$ cat config.mk
export PLATFORM = sky130hd
export DESIGN_NAME = timer_tick_gen
export DESIGN_NICKNAME = d
export VERILOG_FILES = /design/src/rtl/tick_gen_pkg.sv /design/src/rtl/tick_prescaler.sv /design/src/rtl/tick_edge_pulse.sv /design/src/rtl/tick_channel.sv /design/src/rtl/timer_tick_gen.sv
export SDC_FILE = /design/constraint.sdc
export NUM_CORES = 1
export LEC_CHECK = 0
export ABC_AREA = 1
export BUFFER_PORTS_ARGS = -buffer_cell sky130_fd_sc_hd__buf_2
export CORE_MARGIN = 8
export CORE_UTILIZATION = 50
export DETAILED_ROUTE_END_ITERATION = 8
export PLACE_DENSITY = 0.69
export SLEW_MARGIN = 20
export SYNTH_ARGS = -nofsm -noshare
export SYNTH_HDL_FRONTEND = slang
export SYNTH_HIERARCHICAL = 1
export SYNTH_SLANG_ARGS = --single-unit
export TNS_END_PERCENT = 10
$ cat constraint.sdc
create_clock -name clk_i -period 2.1 [get_ports clk_i]
set_input_delay 0.21 -clock clk_i [delete_from_list [all_inputs] [get_ports clk_i]]
set_output_delay 0.21 -clock clk_i [all_outputs]
set_load 0.02 [all_outputs]
$ cat src/rtl/tick_gen_pkg.sv
package tick_gen_pkg;
  localparam int unsigned NUM_GRP = 2;

  function automatic int unsigned grp_of(input int unsigned ch, input int unsigned grp0_ch);
    return (ch < grp0_ch) ? 0 : 1;
  endfunction
endpackage

$ cat src/rtl/tick_prescaler.sv
module tick_prescaler #(
  parameter int unsigned W = 8
) (
  input  logic         clk_i,
  input  logic         rst_ni,
  input  logic [W-1:0] div_i,
  output logic         tick_o
);
  logic [W-1:0] cnt_q, lim_q;

  assign tick_o = (cnt_q == lim_q);

  // shadow limit reloads only at wrap
  always_ff @(posedge clk_i or negedge rst_ni) begin
    if (!rst_ni) begin
      cnt_q <= '0;
      lim_q <= '0;
    end else if (tick_o) begin
      cnt_q <= '0;
      lim_q <= div_i;
    end else begin
      cnt_q <= cnt_q + W'(1);
    end
  end
endmodule

$ cat src/rtl/tick_edge_pulse.sv
module tick_edge_pulse (
  input  logic clk_i,
  input  logic rst_ni,
  input  logic ext_i,
  output logic pulse_o
);
  logic ext_q;

  always_ff @(posedge clk_i or negedge rst_ni) begin
    if (!rst_ni) ext_q <= 1'b0;
    else         ext_q <= ext_i;
  end

  assign pulse_o = ext_i & ~ext_q;
endmodule

$ cat src/rtl/tick_channel.sv
module tick_channel #(
  parameter int unsigned SEL_W    = 4,
  parameter int unsigned DIV_BASE = 0,
  parameter int unsigned MAX_LOG2 = 4,
  parameter logic [(1<<SEL_W)-1:0] EXT_MASK = '0
) (
  input  logic             clk_i,
  input  logic             rst_ni,
  input  logic [SEL_W-1:0] sel_i,
  input  logic             pre_tick_i,
  input  logic             ext_pulse_i,
  output logic             ext_mode_o,
  output logic             tick_o
);
  localparam int unsigned CNT_W = (MAX_LOG2 < 1) ? 1 : MAX_LOG2;

  logic [SEL_W-1:0] act_q;
  logic [CNT_W-1:0] dcnt_q, lim;
  logic [SEL_W:0]   k_raw, k_sat;
  logic [CNT_W:0]   span;
  logic             div_tick, tick_q;

  always_comb begin
    k_raw = {1'b0, act_q} + (SEL_W+1)'(DIV_BASE);
    k_sat = (k_raw > (SEL_W+1)'(MAX_LOG2)) ? (SEL_W+1)'(MAX_LOG2) : k_raw;
    span  = (CNT_W+1)'(1) << k_sat;
    lim   = CNT_W'(span - (CNT_W+1)'(1));
  end

  assign ext_mode_o = EXT_MASK[act_q];
  assign div_tick   = pre_tick_i && (dcnt_q == lim);

  always_ff @(posedge clk_i or negedge rst_ni) begin
    if (!rst_ni) begin
      act_q  <= '0;
      dcnt_q <= '0;
      tick_q <= 1'b0;
    end else begin
      tick_q <= ext_mode_o ? ext_pulse_i : div_tick;
      if (pre_tick_i) begin
        // select reloads only at a period boundary
        if (ext_mode_o || dcnt_q == lim) begin
          dcnt_q <= '0;
          act_q  <= sel_i;
        end else begin
          dcnt_q <= dcnt_q + CNT_W'(1);
        end
      end
    end
  end

  assign tick_o = tick_q;
endmodule

$ cat src/rtl/timer_tick_gen.sv
module timer_tick_gen
  import tick_gen_pkg::*;
#(
  parameter int unsigned NUM_CH   = 5,
  parameter int unsigned GRP0_CH  = 2,
  parameter int unsigned PRE_W    = 8,
  parameter int unsigned SEL_W    = 4,
  parameter int unsigned DIV_BASE = 0,
  parameter int unsigned MAX_LOG2 = 4,
  parameter logic [(1<<SEL_W)-1:0] EXT_MASK = 16'h00E0
) (
  input  logic                      clk_i,
  input  logic                      rst_ni,
  input  logic [NUM_GRP*PRE_W-1:0]  cfg_pre_i,
  input  logic [NUM_CH*SEL_W-1:0]   cfg_sel_i,
  input  logic [NUM_GRP-1:0]        ext_tick_i,
  output logic [NUM_CH-1:0]         tick_o
);
  logic [NUM_GRP-1:0] pre_tick, ext_pulse;
  logic [NUM_CH-1:0]  ext_mode;

  for (genvar g = 0; g < NUM_GRP; g++) begin : g_grp
    tick_prescaler #(.W(PRE_W)) i_pre (
      .clk_i  (clk_i),
      .rst_ni (rst_ni),
      .div_i  (cfg_pre_i[g*PRE_W +: PRE_W]),
      .tick_o (pre_tick[g])
    );
    tick_edge_pulse i_edge (
      .clk_i   (clk_i),
      .rst_ni  (rst_ni),
      .ext_i   (ext_tick_i[g]),
      .pulse_o (ext_pulse[g])
    );
  end

  for (genvar c = 0; c < NUM_CH; c++) begin : g_ch
    localparam int unsigned G = grp_of(c, GRP0_CH);
    tick_channel #(
      .SEL_W    (SEL_W),
      .DIV_BASE (DIV_BASE),
      .MAX_LOG2 (MAX_LOG2),
      .EXT_MASK (EXT_MASK)
    ) i_ch (
      .clk_i       (clk_i),
      .rst_ni      (rst_ni),
      .sel_i       (cfg_sel_i[c*SEL_W +: SEL_W]),
      .pre_tick_i  (pre_tick[G]),
      .ext_pulse_i (ext_pulse[G]),
      .ext_mode_o  (ext_mode[c]),
      .tick_o      (tick_o[c])
    );
  end
endmodule

[Word-level counts from Yosys, hierarchy flattened]
Memories as Yosys holds them, arrays and structs flattened.
Cells that the tools add are included.
Word-level totals
  register bits: 79
  ROM bits: 80
  word-level logic and storage cells: 101
  memories: 5
Memories
  (name not given): words 16, bits a word 1, rd ports 1, clocked after memory_dff 0, write ports 0, line tick_channel.sv:30  | assign ext_mode_o = EXT_MASK[act_q];
  (name not given): words 16, bits a word 1, rd ports 1, clocked after memory_dff 0, write ports 0, line tick_channel.sv:30
  (name not given): words 16, bits a word 1, rd ports 1, clocked after memory_dff 0, write ports 0, line tick_channel.sv:30
  (name not given): words 16, bits a word 1, rd ports 1, clocked after memory_dff 0, write ports 0, line tick_channel.sv:30
  (name not given): words 16, bits a word 1, rd ports 1, clocked after memory_dff 0, write ports 0, line tick_channel.sv:30
Operators by class
  add/sub/neg operators: 12
  magnitude comparators: 10
  equal/unequal tests: 7
  shift operators: 5
  multiplexer cells: 22
  bitwise gates (word level): 4
  reductions and logical operators: 15
Operator list (number)
  two-way mux 4 bit: 10
  less-than comparator 4 x 5 -> 1 bit, second input constant: 5
  left shift 1 x 5 -> 4 bit, first input constant: 5
  adder 4 x 1 -> 4 bit, second input constant: 5
  == test 4 bit: 5
  > comparator 4 x 3 -> 1 bit, second input constant: 5
  subtractor 4 x 1 -> 4 bit, second input constant: 5
  adder 8 x 1 -> 8 bit, second input constant: 2
  == test 8 bit: 2
  two-way mux 8 bit: 2
  two-way mux 1 bit: 10
  AND reduction 2 bit: 5
  logical AND 1 bit: 5
  logical OR 1 bit: 5
  AND 1 bit: 2
  NOT 1 bit: 2

[Longest topological paths before layout]
Gate-level depths: netlist of run 1.
  depth after elaboration: 7
  mapped depth: 14
  gate-level depth less buffers: 14

[Hierarchy]
The synthesis of run 1 kept the hierarchy.
By module, submodules not included
  tick_channel: times used 5, cells an instance 73, area an instance 590.6 sq um, seq. area each 225.2 sq um
  tick_prescaler: times used 2, cells an instance 106, area an instance 849.6 sq um, seq. area each 400.4 sq um
  tick_edge_pulse: times used 2, cells an instance 3, area an instance 35.0 sq um, seq. area each 25.0 sq um

[Worst setup path before layout of run 1]
Ideal clock, no wire load.
  path type: reg2reg
  from: register g_ch[2].i_ch.act_q[2]
  to: register g_ch[2].i_ch.act_q[0]
  setup time: 0.117 ns
  data arrival time: 1.623 ns
  data required time: 1.983 ns
  setup slack: 0.360 ns
  stages on the path, launching flop included: 15
  buffers on the path: 0
  clock period less this slack: 1.740 ns
  cell sequence: dfrtp_1 > nor2_2 > nand2_1 > nand3_1 > ha_1 > inv_1 > nand2_1 > nand2_1 > nand2_1 > nor2_4 > nand2_4 > nand2_8 > nand2_4 > nand2_1 > nand2_1
Between the ends
  cells in the longest elaborated chain, start to end: 7
  elaborated cells on any way between the ends: 9
  those cells by class: 1 x add/sub; 1 x order compare; 1 x eq/ne; 1 x shift; 2 x mux; 2 x reduce/logical; 1 x memory
RTL lines
  from (decl): line tick_channel.sv:17  | logic [SEL_W-1:0] act_q;
  from (signal assigned): line tick_channel.sv:44  | act_q <= sel_i;
  > comparator 4 x 3 -> 1 bit: line tick_channel.sv:25  | k_sat = (k_raw > (SEL_W+1)'(MAX_LOG2)) ? (SEL_W+1)'(MAX_LOG2) : k_raw;
  two-way mux 4 bit: line tick_channel.sv:25
  left shift 1 x 5 -> 4 bit: line tick_channel.sv:26  | span = (CNT_W+1)'(1) << k_sat;
  subtractor 4 x 1 -> 4 bit: line tick_channel.sv:27  | lim = CNT_W'(span - (CNT_W+1)'(1));
  == test 4 bit: line tick_channel.sv:42  | if (ext_mode_o || dcnt_q == lim) begin
  logical OR 1 bit (*): line tick_channel.sv:42
  AND reduction 2 bit (no source line) (*)
Mark *: on every way between the ends. The rest lies on a longest branch, timed or not. The select of a mux whose other input is x is not followed.
A chain may end at the register's enable or synchronous reset.

[Final worst setup path of run 1]
  from: register g_ch[2].i_ch.act_q[2]
  to: register g_ch[2].i_ch.act_q[2]
Same word-level chain as after synthesis.

==> summary.md, run 1 <==
| Metric | Value |
|---|---|
| Row cnt | `35` |
| Ratio of cells with drive above 1 in the final layout | `0.245` |
| Worst Path Buf+Inv | `1` |
| R2R depth | `14` |
| Net Count, Synth | `635` |
| Post-DP HPWL | `6.70 mm` |
| Status | `completed` |
| FILL cells | `849` |
| End of the critical path | `g_ch[2].i_ch/act_q[2]` |
| Vias after detailed routing | `3750` |
| Placed instance count | `738` |
| Static leakage | `0.00266 µW` |
| Pin count of the biggest net entering global routing | `37` |
| Clk buf depth | `2` |
| Peak Freq | `0.531 GHz` |
| Worst setup startpoint | `g_ch[2].i_ch/act_q[2]` |
| Yosys warns | `6` |
| Clock-pin slew on the worst setup and hold paths | `0.08 ns` |
| Max rail drop VDD | `301 µV` |
| Finished Core Util | `0.583` |
| Capture point of the worst reg-to-reg path | `g_ch[2].i_ch/act_q[2]` |
| Max incr delay on CP | `0.43 ns` |
| TNS Setup | `0 ns` |
| GP Congestion | `0.853` |
| Clk sinks | `79` |
| Cell taking the most area after synthesis | `dfrtp_1` |
| Chip width | `113 µm` |
| Instance count of the mapped netlist | `583` |
| Setup crit start kind | `register` |
| Diode count | `0` |
| Worst setup EP type | `register` |
| First-pass GRT wire length | `15.9 mm` |
| Die Y | `113 µm` |
| DIE AREA | `0.0128 mm²` |
| Routed len/inst | `11.9 µm` |
| Gr usage total | `0.149` |
| Remaining DRCs | `0` |
| Post-synth top cells | `192 x nand2_1, 79 x dfrtp_1, 60 x nand3_1` |
| Post-synth top area share | `0.419` |
| MaxCap Viol Count | `0` |
| Initial DRC count | `169` |
| Post-synth EDFFs | `0` |
| Post-synth ARST share | `1.00` |
| P&R area growth vs syn | `13.6%` |
| Initial Utilization | `0.513` |
| Worst Setup Path Type | `register to register` |
| Total power per unit cell area | `525 mW/mm²` |
| WP data required | `2.33 ns` |
| Min-delay worst type | `input port to register` |
| Initial antenna violation count | `0` |
| RSZ-0062 raised after global routing | `no` |
| Top Ports | `45` |
| Register area share after synthesis | `0.419` |
| Yosys cell types | `24` |
| Fin crit share | `0.897` |
| Crit-path cells | `nor2_4, nand2_1, nand3_1, ha_1, inv_1, nand2_1, nand2_1, nand2_1, nor2_4, nand2_4, nand2_8, nand2_4, nand2_1, nand2_1` |
| Max H-tree Level | `3` |
| Cts bufs inserted | `9` |
| Cell Area, Synth | `0.00472 mm²` |
| Hold_sp | `cfg_pre_i[11]` |
| Clk_skew | `0.00877 ns` |
| Syn avg cell area | `8.10 µm²` |
| Critical path's slowest cell | `dfrtp_1` |
| Final Critical Period | `1.88 ns` |
| Worst-Margin Slew | `0.468 ns` |
| Final ANT Viol Nets | `0` |
| CTS tree | `yes` |
| Most common cell in the netlist | `nand2_1` |
| Max-slew violation count | `0` |
| Clock latency on the worst-skew pair | `0.34 ns` |
| Worst path top cell family by delay | `simple AND/OR/NAND/NOR gates` |
| Final hold vios | `0` |
| Reg-to-Reg Start | `g_ch[2].i_ch/act_q[2]` |
| Grt ovf | `0` |
| Slew HR | `0.688` |
| Cell count along the critical path | `14` |
| Via density | `4.95` |
| Most frequent CP cell | `nand2_1` |
| DRT Pass-1 Iters | `8` |
| Port bufs | `44` |
| Ranking of synthesized cells by area | `dfrtp_1 42%, nand2_1 15%, nand3_1 6.4%` |
| Clk root buf | `clkbuf_8` |
| Final setup viols | `0` |
| R2r setup slk | `0.22 ns` |
| Yosys reg bits | `79` |
| Drt total wl | `9.04 mm` |
| Worst hold slack | `0.0927 ns` |
| Worst Path Arrival | `2.11 ns` |
| Layout Cells excl Fill | `757` |
| Fin nets | `693` |
| Core area | `0.00920 mm²` |
| Vias in the first global route | `3714` |
| Post-synth top flop | `dfrtp_1` |
| Critical Path Fanout Max | `7` |
-- power by group --
group | total [µW] | leakage (µW) | internal [µW] | switching, µW
Clock | 1210 | 0.000102 | 666 | 548
Combinational | 78.0 | 0.00168 | 34.1 | 43.9
Sequential | 1520 | 0.000882 | 1520 | 0.798
Total | 2810 | 0.00266 | 2220 | 593
-- repair_timing --
item                                    in CTS  in global routing
hold buffers                                 3                  0
buffers inserted                             0                  0
gates resized for setup                      0                  5
endpoints found under the setup margin       0                 16
endpoints found under the hold margin       35                  0
-- worst reg2reg max path: cells and delay by family, from the launching register on --
kind,cells,cell delay (ns)
AND/OR/NAND/NOR,12,1.05
buffers and inverters,1,0.07
adder cells (fa/ha/maj),1,0.24
flip-flops,1,0.43
-- sequential cells by signal, indices dropped and copies added, names as in the netlist --
| signal | cells |
|---|---|
| g_ch.i_ch/act_q | 20 |
| g_ch.i_ch/dcnt_q | 20 |
| g_ch.i_ch/tick_o | 5 |
| g_grp.i_edge/ext_q | 2 |
| g_grp.i_pre/cnt_q | 16 |
| g_grp.i_pre/lim_q | 16 |
-- cell usage in the layout, fill, tap and decap left out --
cell type / Yosys / routed
nand2_1: 192 / 192
dfrtp_1: 79 / 79
nand3_1: 60 / 60
inv_1: 54 / 54
buf_2: 5 / 43
nor2_2: 38 / 33
nand2_2: 22 / 22
xnor2_1: 20 / 20
xor2_1: 14 / 14
nor2_1: 12 / 12
nand2_4: 12 / 12
nand4_1: 12 / 12
ha_1: 12 / 12
nor2_4: 5 / 10
clkbuf_8: 0 / 9
o21ai_0: 7 / 7
buf_4: 0 / 6
nor3_2: 5 / 5
nand3b_1: 5 / 5
o21ai_1: 5 / 5
inv_2: 5 / 5
nand2_8: 5 / 5
a21oi_1: 5 / 5
a21boi_1: 5 / 5
dlygate4sd3_1: 0 / 3
clkinv_2: 0 / 2
clkinvlp_4: 0 / 2
bufinv_16: 0 / 2
inv_6: 2 / 2
o21bai_1: 2 / 2
clkbuf_1: 0 / 1
-- final cells by class --
type / instances / area (µm²) / area share
well taps: 111 / 139 / 0.0259
inverters: 61 / 239 / 0.0446
repair buffers: 52 / 290 / 0.0541
clock inverters: 6 / 85.1 / 0.0159
multi-input cells: 438 / 2510 / 0.467
clock buffers: 10 / 128 / 0.0238
flip-flops and latches: 79 / 1980 / 0.369
-- stage by stage --
step / cell area, µm² / setup slack, ns / total power [µW]
after floorplan: 4720 / 0.360 / 1560
after global placement: 5100 / 0.219 / 1630
after detailed placement: 5100 / 0.195 / 1630
after CTS: 5340 / 0.174 / 2860
after global routing: 5360 / 0.0390 / 2930
final: 5360 / 0.217 / 2810
-- layer usage --
layer	global-route usage	vias to the layer above	wire length, µm
li1	-	1954	-
met1	0.179	1732	4260
met2	0.256	52	4350
met3	0.0309	12	298
met4	0.0533	0	138
met5	0	-	0
-- kinds of logic after synthesis --
kind of cell | after synthesis | share of synthesized area
AND/OR/NAND/NOR | 368 | 0.401
flip-flops | 79 | 0.419
buffers and inverters | 66 | 0.0559
XOR/XNOR | 34 | 0.0631
AO/OA/AOI/OAI | 24 | 0.0291
adder cells (fa/ha/maj) | 12 | 0.0318
-- worst min path at each step --
stage	to	depth (start not counted)
global route	g_ch[1].i_ch/act_q[1]	3
CTS	g_grp[1].i_pre/lim_q[3]	3
global placement	g_grp[0].i_pre/lim_q[2]	1
finish	g_grp[1].i_pre/lim_q[3]	3
floorplan	g_ch[0].i_ch/act_q[0]	0
detailed placement	g_grp[0].i_pre/lim_q[1]	1
(Power assumes the default switching activity.)
==> run 2: changes to the inputs <==
--- a/config.mk
+++ b/config.mk
@@ -8,10 +8,9 @@
 export ABC_AREA = 1
 export BUFFER_PORTS_ARGS = -buffer_cell sky130_fd_sc_hd__buf_2
 export CORE_MARGIN = 8
-export CORE_UTILIZATION = 50
+export CORE_UTILIZATION = 38
 export DETAILED_ROUTE_END_ITERATION = 8
-export PLACE_DENSITY = 0.69
-export SLEW_MARGIN = 20
+export SLEW_MARGIN = 15
 export SYNTH_ARGS = -nofsm -noshare
 export SYNTH_HDL_FRONTEND = slang
 export SYNTH_HIERARCHICAL = 1
==> constraint.sdc (replaced) <==
create_clock -name clk_i -period 2.1 [get_ports clk_i]
set_input_delay 0.42 -clock clk_i [delete_from_list [all_inputs] [get_ports clk_i]]
set_output_delay 0.42 -clock clk_i [all_outputs]
set_load 0.02 [all_outputs]
==> summary.md, run 2 (synthesized netlist as in run 1, its figures left out) <==
| Metric | Value |
|---|---|
| Status | `completed` |
| Pwr Total | `3230 µW (+15%)` |
| DRT Pass-1 Iters | `5 (-3)` |
| First-pass GRT wire length | `16.7 mm (+4.7%)` |
| P&R area growth vs syn | `16.6%` |
| Min-delay worst type | `input port to async pin` |
| Chip width | `127 µm (+13%)` |
| Via density | `4.62 (-6.7%)` |
| Clk buf depth | `2 (unchanged)` |
| Routed len/inst | `11.4 µm (-4.2%)` |
| Fin nets | `689 (-0.58%)` |
| Clk root buf | `clkbuf_16` |
| Initial DRC count | `213 (+26%)` |
| FILL cells | `1199 (+41%)` |
| Critical path's slowest cell | `dfrtp_1` |
| Most frequent CP cell | `nand2_1` |
| End of the critical path | `g_ch[2].i_ch/act_q[1]` |
| Cells resized by post-CTS repair | `0 (unchanged)` |
| Grt ovf | `0 (unchanged)` |
| Slew HR | `0.651 (-0.0368)` |
| Max rail drop VDD | `369 µV (+23%)` |
| FF+latch area | `0.00198 mm² (unchanged)` |
| Remaining DRCs | `0 (unchanged)` |
| Post-DP HPWL | `6.96 mm (+3.9%)` |
| Final hold vios | `0 (unchanged)` |
| Multi-input logic area | `0.00250 mm² (-0.20%)` |
| Port bufs | `44 (unchanged)` |
| Clock-pin slew on the worst setup and hold paths | `0.06 ns (-0.02 ns)` |
| # hold bufs at CTS | `0 (-3)` |
| Capture point of the worst reg-to-reg path | `g_ch[2].i_ch/act_q[1]` |
| Peak Freq | `0.521 GHz (-1.9%)` |
| Final Critical Period | `1.92 ns (+0.0373 ns)` |
| Core area | `0.0121 mm² (+31%)` |
| Gr usage total | `0.124 (-0.0242)` |
| CTS tree | `yes` |
| Clock latency on the worst-skew pair | `0.34 ns (about the same)` |
| Clk_skew | `0.00676 ns (-0.00200 ns)` |
| Critical Path Fanout Max | `7 (unchanged)` |
| Layout Cells excl Fill | `810 (+7.0%)` |
| Post-place setup slack | `0.159 ns (-0.0360 ns)` |
| Setup crit start kind | `register` |
| Diode count | `0 (unchanged)` |
| Post-CTS Setup Inserts | `0 (unchanged)` |
| Reg-to-Reg Start | `g_ch[2].i_ch/act_q[2]` |
| Fin crit share | `0.915 (+0.0178)` |
| Max-slew violation count | `0 (unchanged)` |
| TNS Setup | `0 ns (unchanged)` |
| Max incr delay on CP | `0.41 ns (-0.02 ns)` |
| Worst setup startpoint | `g_ch[2].i_ch/act_q[2]` |
| Top Ports | `45 (unchanged)` |
| Row cnt | `40 (+14%)` |
| Pin count of the biggest net entering global routing | `39 (+5.4%)` |
| Ratio of cells with drive above 1 in the final layout | `0.243 (-0.00159)` |
| Cts bufs inserted | `9 (unchanged)` |
| WP data required | `2.33 ns (about the same)` |
| Final setup viols | `0 (unchanged)` |
| Final Cell Area | `0.00550 mm² (+2.6%)` |
| Worst setup EP type | `register` |
| Drt total wl | `9.26 mm (+2.5%)` |
| Vias after detailed routing | `3743 (-0.19%)` |
| R2r setup slk | `0.18 ns (-0.04 ns)` |
| Crit-path cells | `nor2_2, nand2_1, nand3_1, ha_1, inv_1, nand2_1, nand2_1, nand2_1, nor2_4, nand2_4, nand2_8, nand2_4, nand2_1, nand2_1` |
| Placed instance count | `794 (+7.6%)` |
| Worst-Margin Slew | `0.523 ns (+0.0552 ns)` |
| Top flop regs | `g_ch.i_ch/act_q: 20 flops, g_ch.i_ch/dcnt_q: 20 flops` |
| Worst Path Arrival | `2.15 ns (+0.04 ns)` |
| Final ANT Viol Nets | `0 (unchanged)` |
| MaxCap Viol Count | `0 (unchanged)` |
| Worst Setup Path Type | `register to register` |
| Commonest cells after routing, fill and taps aside | `192 x nand2_1, 79 x dfrtp_1, 60 x nand3_1` |
| Die Y | `127 µm (+13%)` |
| Placement Cell Area | `0.00517 mm² (+1.5%)` |
| DIE AREA | `0.0162 mm² (+27%)` |
| Static leakage | `0.00270 µW (+1.3%)` |
| Initial Utilization | `0.391 (-0.122)` |
| Total power per unit cell area | `586 mW/mm² (+12%)` |
| Initial antenna violation count | `0 (unchanged)` |
| Vias in the first global route | `3762 (+1.3%)` |
| Max H-tree Level | `3 (unchanged)` |
| RSZ-0062 raised after global routing | `no` |
| GP Congestion | `0.819 (-4.1%)` |
| R2R depth | `14 (unchanged)` |
| Fin worst setup slack | `0.179 ns (-0.0373 ns)` |
| Clk sinks | `79 (unchanged)` |
| Commonest non-fill, non-tap cell in the layout | `nand2_1` |
==> run 2: cell count changes in the layout (fill, tap and decap cells not counted), sizes merged <==
cell / before / now
buf: 49 / 48
bufinv: 2 / 1
clkbuf: 10 / 14
clkinv: 2 / 0
clkinvlp: 2 / 1
dlygate4sd3: 3 / 0
==> run 2: area by class of cell <==
| cell class | count | share of cell area |
|---|---|---|
| sequential | 79 | 0.359 |
| tap | 168 | 0.0382 |
| multi-input combinational | 438 | 0.454 |
| inverter | 61 | 0.0434 |
| clock buffer | 14 | 0.0498 |
| clock inverter | 2 | 0.00682 |
| timing repair buffer | 48 | 0.0482 |
==> run 2: worst min-delay path by stage <==
| stage | depth (start not counted) | end | slack (ns) | start |
|---|---|---|---|---|
| global route | 1 | g_ch[3].i_ch/act_q[0] | 0.09 | rst_ni |
| finish | 1 | g_ch[3].i_ch/act_q[0] | 0.05 | rst_ni |
| CTS | 1 | g_ch[3].i_ch/act_q[0] | 0.06 | rst_ni |
| detailed placement | 1 | g_ch[3].i_ch/act_q[0] | 0.43 | rst_ni |
| floorplan | 0 | g_ch[0].i_ch/act_q[0] | 0.12 | rst_ni |
| global placement | 1 | g_ch[3].i_ch/act_q[1] | 0.43 | rst_ni |
==> run 2: per-layer routing <==
layer / GRT usage / vias to the layer above / wire, µm
li1: - / 1940 / -
met1: 0.158 / 1721 / 4520
met2: 0.198 / 71 / 4170
met3: 0.0300 / 11 / 403
met4: 0.0553 / 0 / 166
met5: 0 / - / 0
==> run 2: per-stage QoR <==
| step | utilization | hold slack, ns |
|---|---|---|
| after global routing | 0.456 | 0.0867 |
| after floorplan | - | 0.124 |
| final | 0.456 | 0.0484 |
| after CTS | 0.455 | 0.0639 |
| after detailed placement | 0.429 | 0.431 |
| after global placement | 0.429 | 0.432 |
==> run 2: report_power, final <==
| part | internal (µW) | total, µW | switching (µW) |
|---|---|---|---|
| Sequential | 1520 | 1530 | 0.833 |
| Clock | 1020 | 1630 | 606 |
| Combinational | 31.8 | 75.2 | 43.4 |
| Total | 2580 | 3230 | 651 |
==> run 2: critical path, delay by kind of cell, from the launching register on <==
| family | cells | cell delay [ns] |
|---|---|---|
| fa+ha+maj | 1 | 0.25 |
| simple gates | 12 | 1.08 |
| flops | 1 | 0.41 |
| buf+inv | 1 | 0.06 |
==> run 3: changes to the inputs <==
--- a/config.mk
+++ b/config.mk
@@ -7,6 +7,7 @@
 export LEC_CHECK = 0
 export ABC_AREA = 1
 export BUFFER_PORTS_ARGS = -buffer_cell sky130_fd_sc_hd__buf_2
+export CORE_ASPECT_RATIO = 1.2
 export CORE_MARGIN = 8
 export CORE_UTILIZATION = 38
 export DETAILED_ROUTE_END_ITERATION = 8
==> summary.md, run 3 (synthesized netlist as in run 1, its figures left out) <==
| Metric | Value |
|---|---|
| CTS tree | `yes` |
| First-pass GRT wire length | `16.4 mm (-1.4%)` |
| Post-CTS Setup Inserts | `0 (unchanged)` |
| Critical Path Fanout Max | `7 (unchanged)` |
| Pin count of the biggest net entering global routing | `50 (+28%)` |
| GP Congestion | `0.795 (-2.9%)` |
| Fin crit share | `0.906 (-0.00894)` |
| Cts bufs inserted | `9 (unchanged)` |
| Post-place setup slack | `0.148 ns (-0.0105 ns)` |
| Post-DP HPWL | `6.91 mm (-0.70%)` |
| Min-delay worst type | `input port to async pin` |
| WP data required | `2.32 ns (about the same)` |
| Max-slew violation count | `0 (unchanged)` |
| Clk root buf | `clkbuf_16` |
| Final ANT Viol Nets | `0 (unchanged)` |
| MaxCap Viol Count | `0 (unchanged)` |
| Final hold vios | `0 (unchanged)` |
| Worst Path Arrival | `2.12 ns (-0.03 ns)` |
| Clk buf depth | `2 (unchanged)` |
| Drt total wl | `9.24 mm (-0.24%)` |
| Total power per unit cell area | `597 mW/mm² (+1.9%)` |
| Worst setup EP type | `register` |
| Fin nets | `688 (-0.15%)` |
| Clk_skew | `0.00627 ns (-0.000489 ns)` |
| Initial antenna violation count | `0 (unchanged)` |
| Max rail drop VDD | `342 µV (-7.4%)` |
| Pwr Total | `3280 µW (+1.7%)` |
| Final Critical Period | `1.90 ns (-0.0188 ns)` |
| Setup crit start kind | `register` |
| Port bufs | `44 (unchanged)` |
| Fin worst setup slack | `0.198 ns (+0.0188 ns)` |
| Core area | `0.0121 mm² (+0.41%)` |
| Peak Freq | `0.526 GHz (+0.99%)` |
| Worst-Margin Slew | `0.428 ns (-0.0952 ns)` |
| TNS Setup | `0 ns (unchanged)` |
| Cells resized by post-CTS repair | `0 (unchanged)` |
| Routed len/inst | `11.5 µm (+0.76%)` |
| P&R area growth vs syn | `16.4%` |
| Final setup viols | `0 (unchanged)` |
| DIE AREA | `0.0163 mm² (about the same)` |
| Row cnt | `44 (+10%)` |
| Clk sinks | `79 (unchanged)` |
| Clock-pin slew on the worst setup and hold paths | `0.06 ns (about the same)` |
| Commonest non-fill, non-tap cell in the layout | `nand2_1` |
| Status | `completed` |
| Top flop regs | `g_ch.i_ch/act_q: 20 flops, g_ch.i_ch/dcnt_q: 20 flops` |
| Via density | `4.68 (+1.3%)` |
| Die Y | `138 µm (+8.3%)` |
| Remaining DRCs | `0 (unchanged)` |
| Worst Setup Path Type | `register to register` |
| Clock latency on the worst-skew pair | `0.33 ns (about the same)` |
| Top Ports | `45 (unchanged)` |
| Initial Utilization | `0.390 (-0.00162)` |
| Static leakage | `0.00270 µW (about the same)` |
| RSZ-0062 raised after global routing | `no` |
| Ratio of cells with drive above 1 in the final layout | `0.243 (+0.000379)` |
| Commonest cells after routing, fill and taps aside | `192 x nand2_1, 79 x dfrtp_1, 60 x nand3_1` |
| # hold bufs at CTS | `0 (unchanged)` |
| Diode count | `0 (unchanged)` |
| DRT Pass-1 Iters | `4 (-1)` |
| R2r setup slk | `0.20 ns (+0.02 ns)` |
| Gr usage total | `0.118 (-0.00671)` |
| Initial DRC count | `163 (-23%)` |
| Vias after detailed routing | `3754 (+0.29%)` |
| Vias in the first global route | `3821 (+1.6%)` |
| Slew HR | `0.715 (+0.0635)` |
| Grt ovf | `0 (unchanged)` |
| Chip width | `118 µm (-7.6%)` |
| Max H-tree Level | `3 (unchanged)` |
[run 3: cell types whose count changed in the layout (fill, tap and decap cells not counted)]
cell | before | now
nor2_4 | 9 | 8
bufinv_16 | 1 | 2
clkbuf_8 | 3 | 1
nor2_2 | 34 | 35
buf_4 | 4 | 3
clkinv_4 | 0 | 1
clkinv_2 | 0 | 1
clkbuf_1 | 2 | 1
[run 3: stage by stage]
step / util / hold slack, ns / cell area (µm²) / instances
2_1_floorplan: - / 0.124 / 4720 / 583
3_3_place_gp: 0.426 / 0.381 / 5160 / 786
3_5_place_dp: 0.426 / 0.392 / 5160 / 786
4_1_cts: 0.452 / 0.0297 / 5480 / 802
5_1_grt: 0.454 / 0.0501 / 5500 / 802
6_report: 0.454 / 0.0262 / 5500 / 802
[run 3: final timing paths]
kind | startpoint | to | depth (start not counted)
worst max-delay path | g_ch[2].i_ch/act_q[2] | g_ch[2].i_ch/act_q[1] | 14
max in group asynchronous | rst_ni | g_ch[4].i_ch/tick_o | 2
min in group clk_i | ext_tick_i[1] | g_grp[1].i_edge/ext_q | 1
worst max register to register | g_ch[2].i_ch/act_q[2] | g_ch[2].i_ch/act_q[1] | 14
worst min-delay path | rst_ni | g_grp[1].i_pre/lim_q[2] | 1
worst min register to register | g_grp[1].i_pre/lim_q[4] | g_grp[1].i_pre/lim_q[4] | 2
[run 3: final cells by class]
cell class	count	area (µm²)
Clock buffer	11	243
Clock inverter	5	81.3
Fill cell	1224	6620
Inverter	61	239
Multi-Input combinational cell	438	2500
Sequential cell	79	1980
Tap cell	161	201
Timing Repair Buffer	47	258
[run 3: critical path, cell delays in order (launching register included)]
cell and delay, ns:
dfrtp_1 0.41, nor2_2 0.24, nand2_1 0.10, nand3_1 0.08, ha_1 0.24, inv_1 0.06, nand2_1 0.04, nand2_1 0.06
nand2_1 0.08, nor2_4 0.14, nand2_4 0.09, nand2_8 0.09, nand2_4 0.05, nand2_1 0.07, nand2_1 0.05
[run 3: report_power, final]
part | leakage [µW] | internal, µW | switching [µW] | total [µW]
Sequential | 0.000882 | 1520 | 0.860 | 1520
Clock | 0.000156 | 1070 | 608 | 1680
Combinational | 0.00166 | 30.7 | 43.9 | 74.6
[run 3: per-layer routing]
metal / routed length [µm] / track usage / vias up
li1: - / - / 1943
met1: 4010 / 0.133 / 1776
met2: 4950 / 0.217 / 27
met3: 171 / 0.0220 / 8
met4: 102 / 0.0399 / 0
met5: 0 / 0 / -
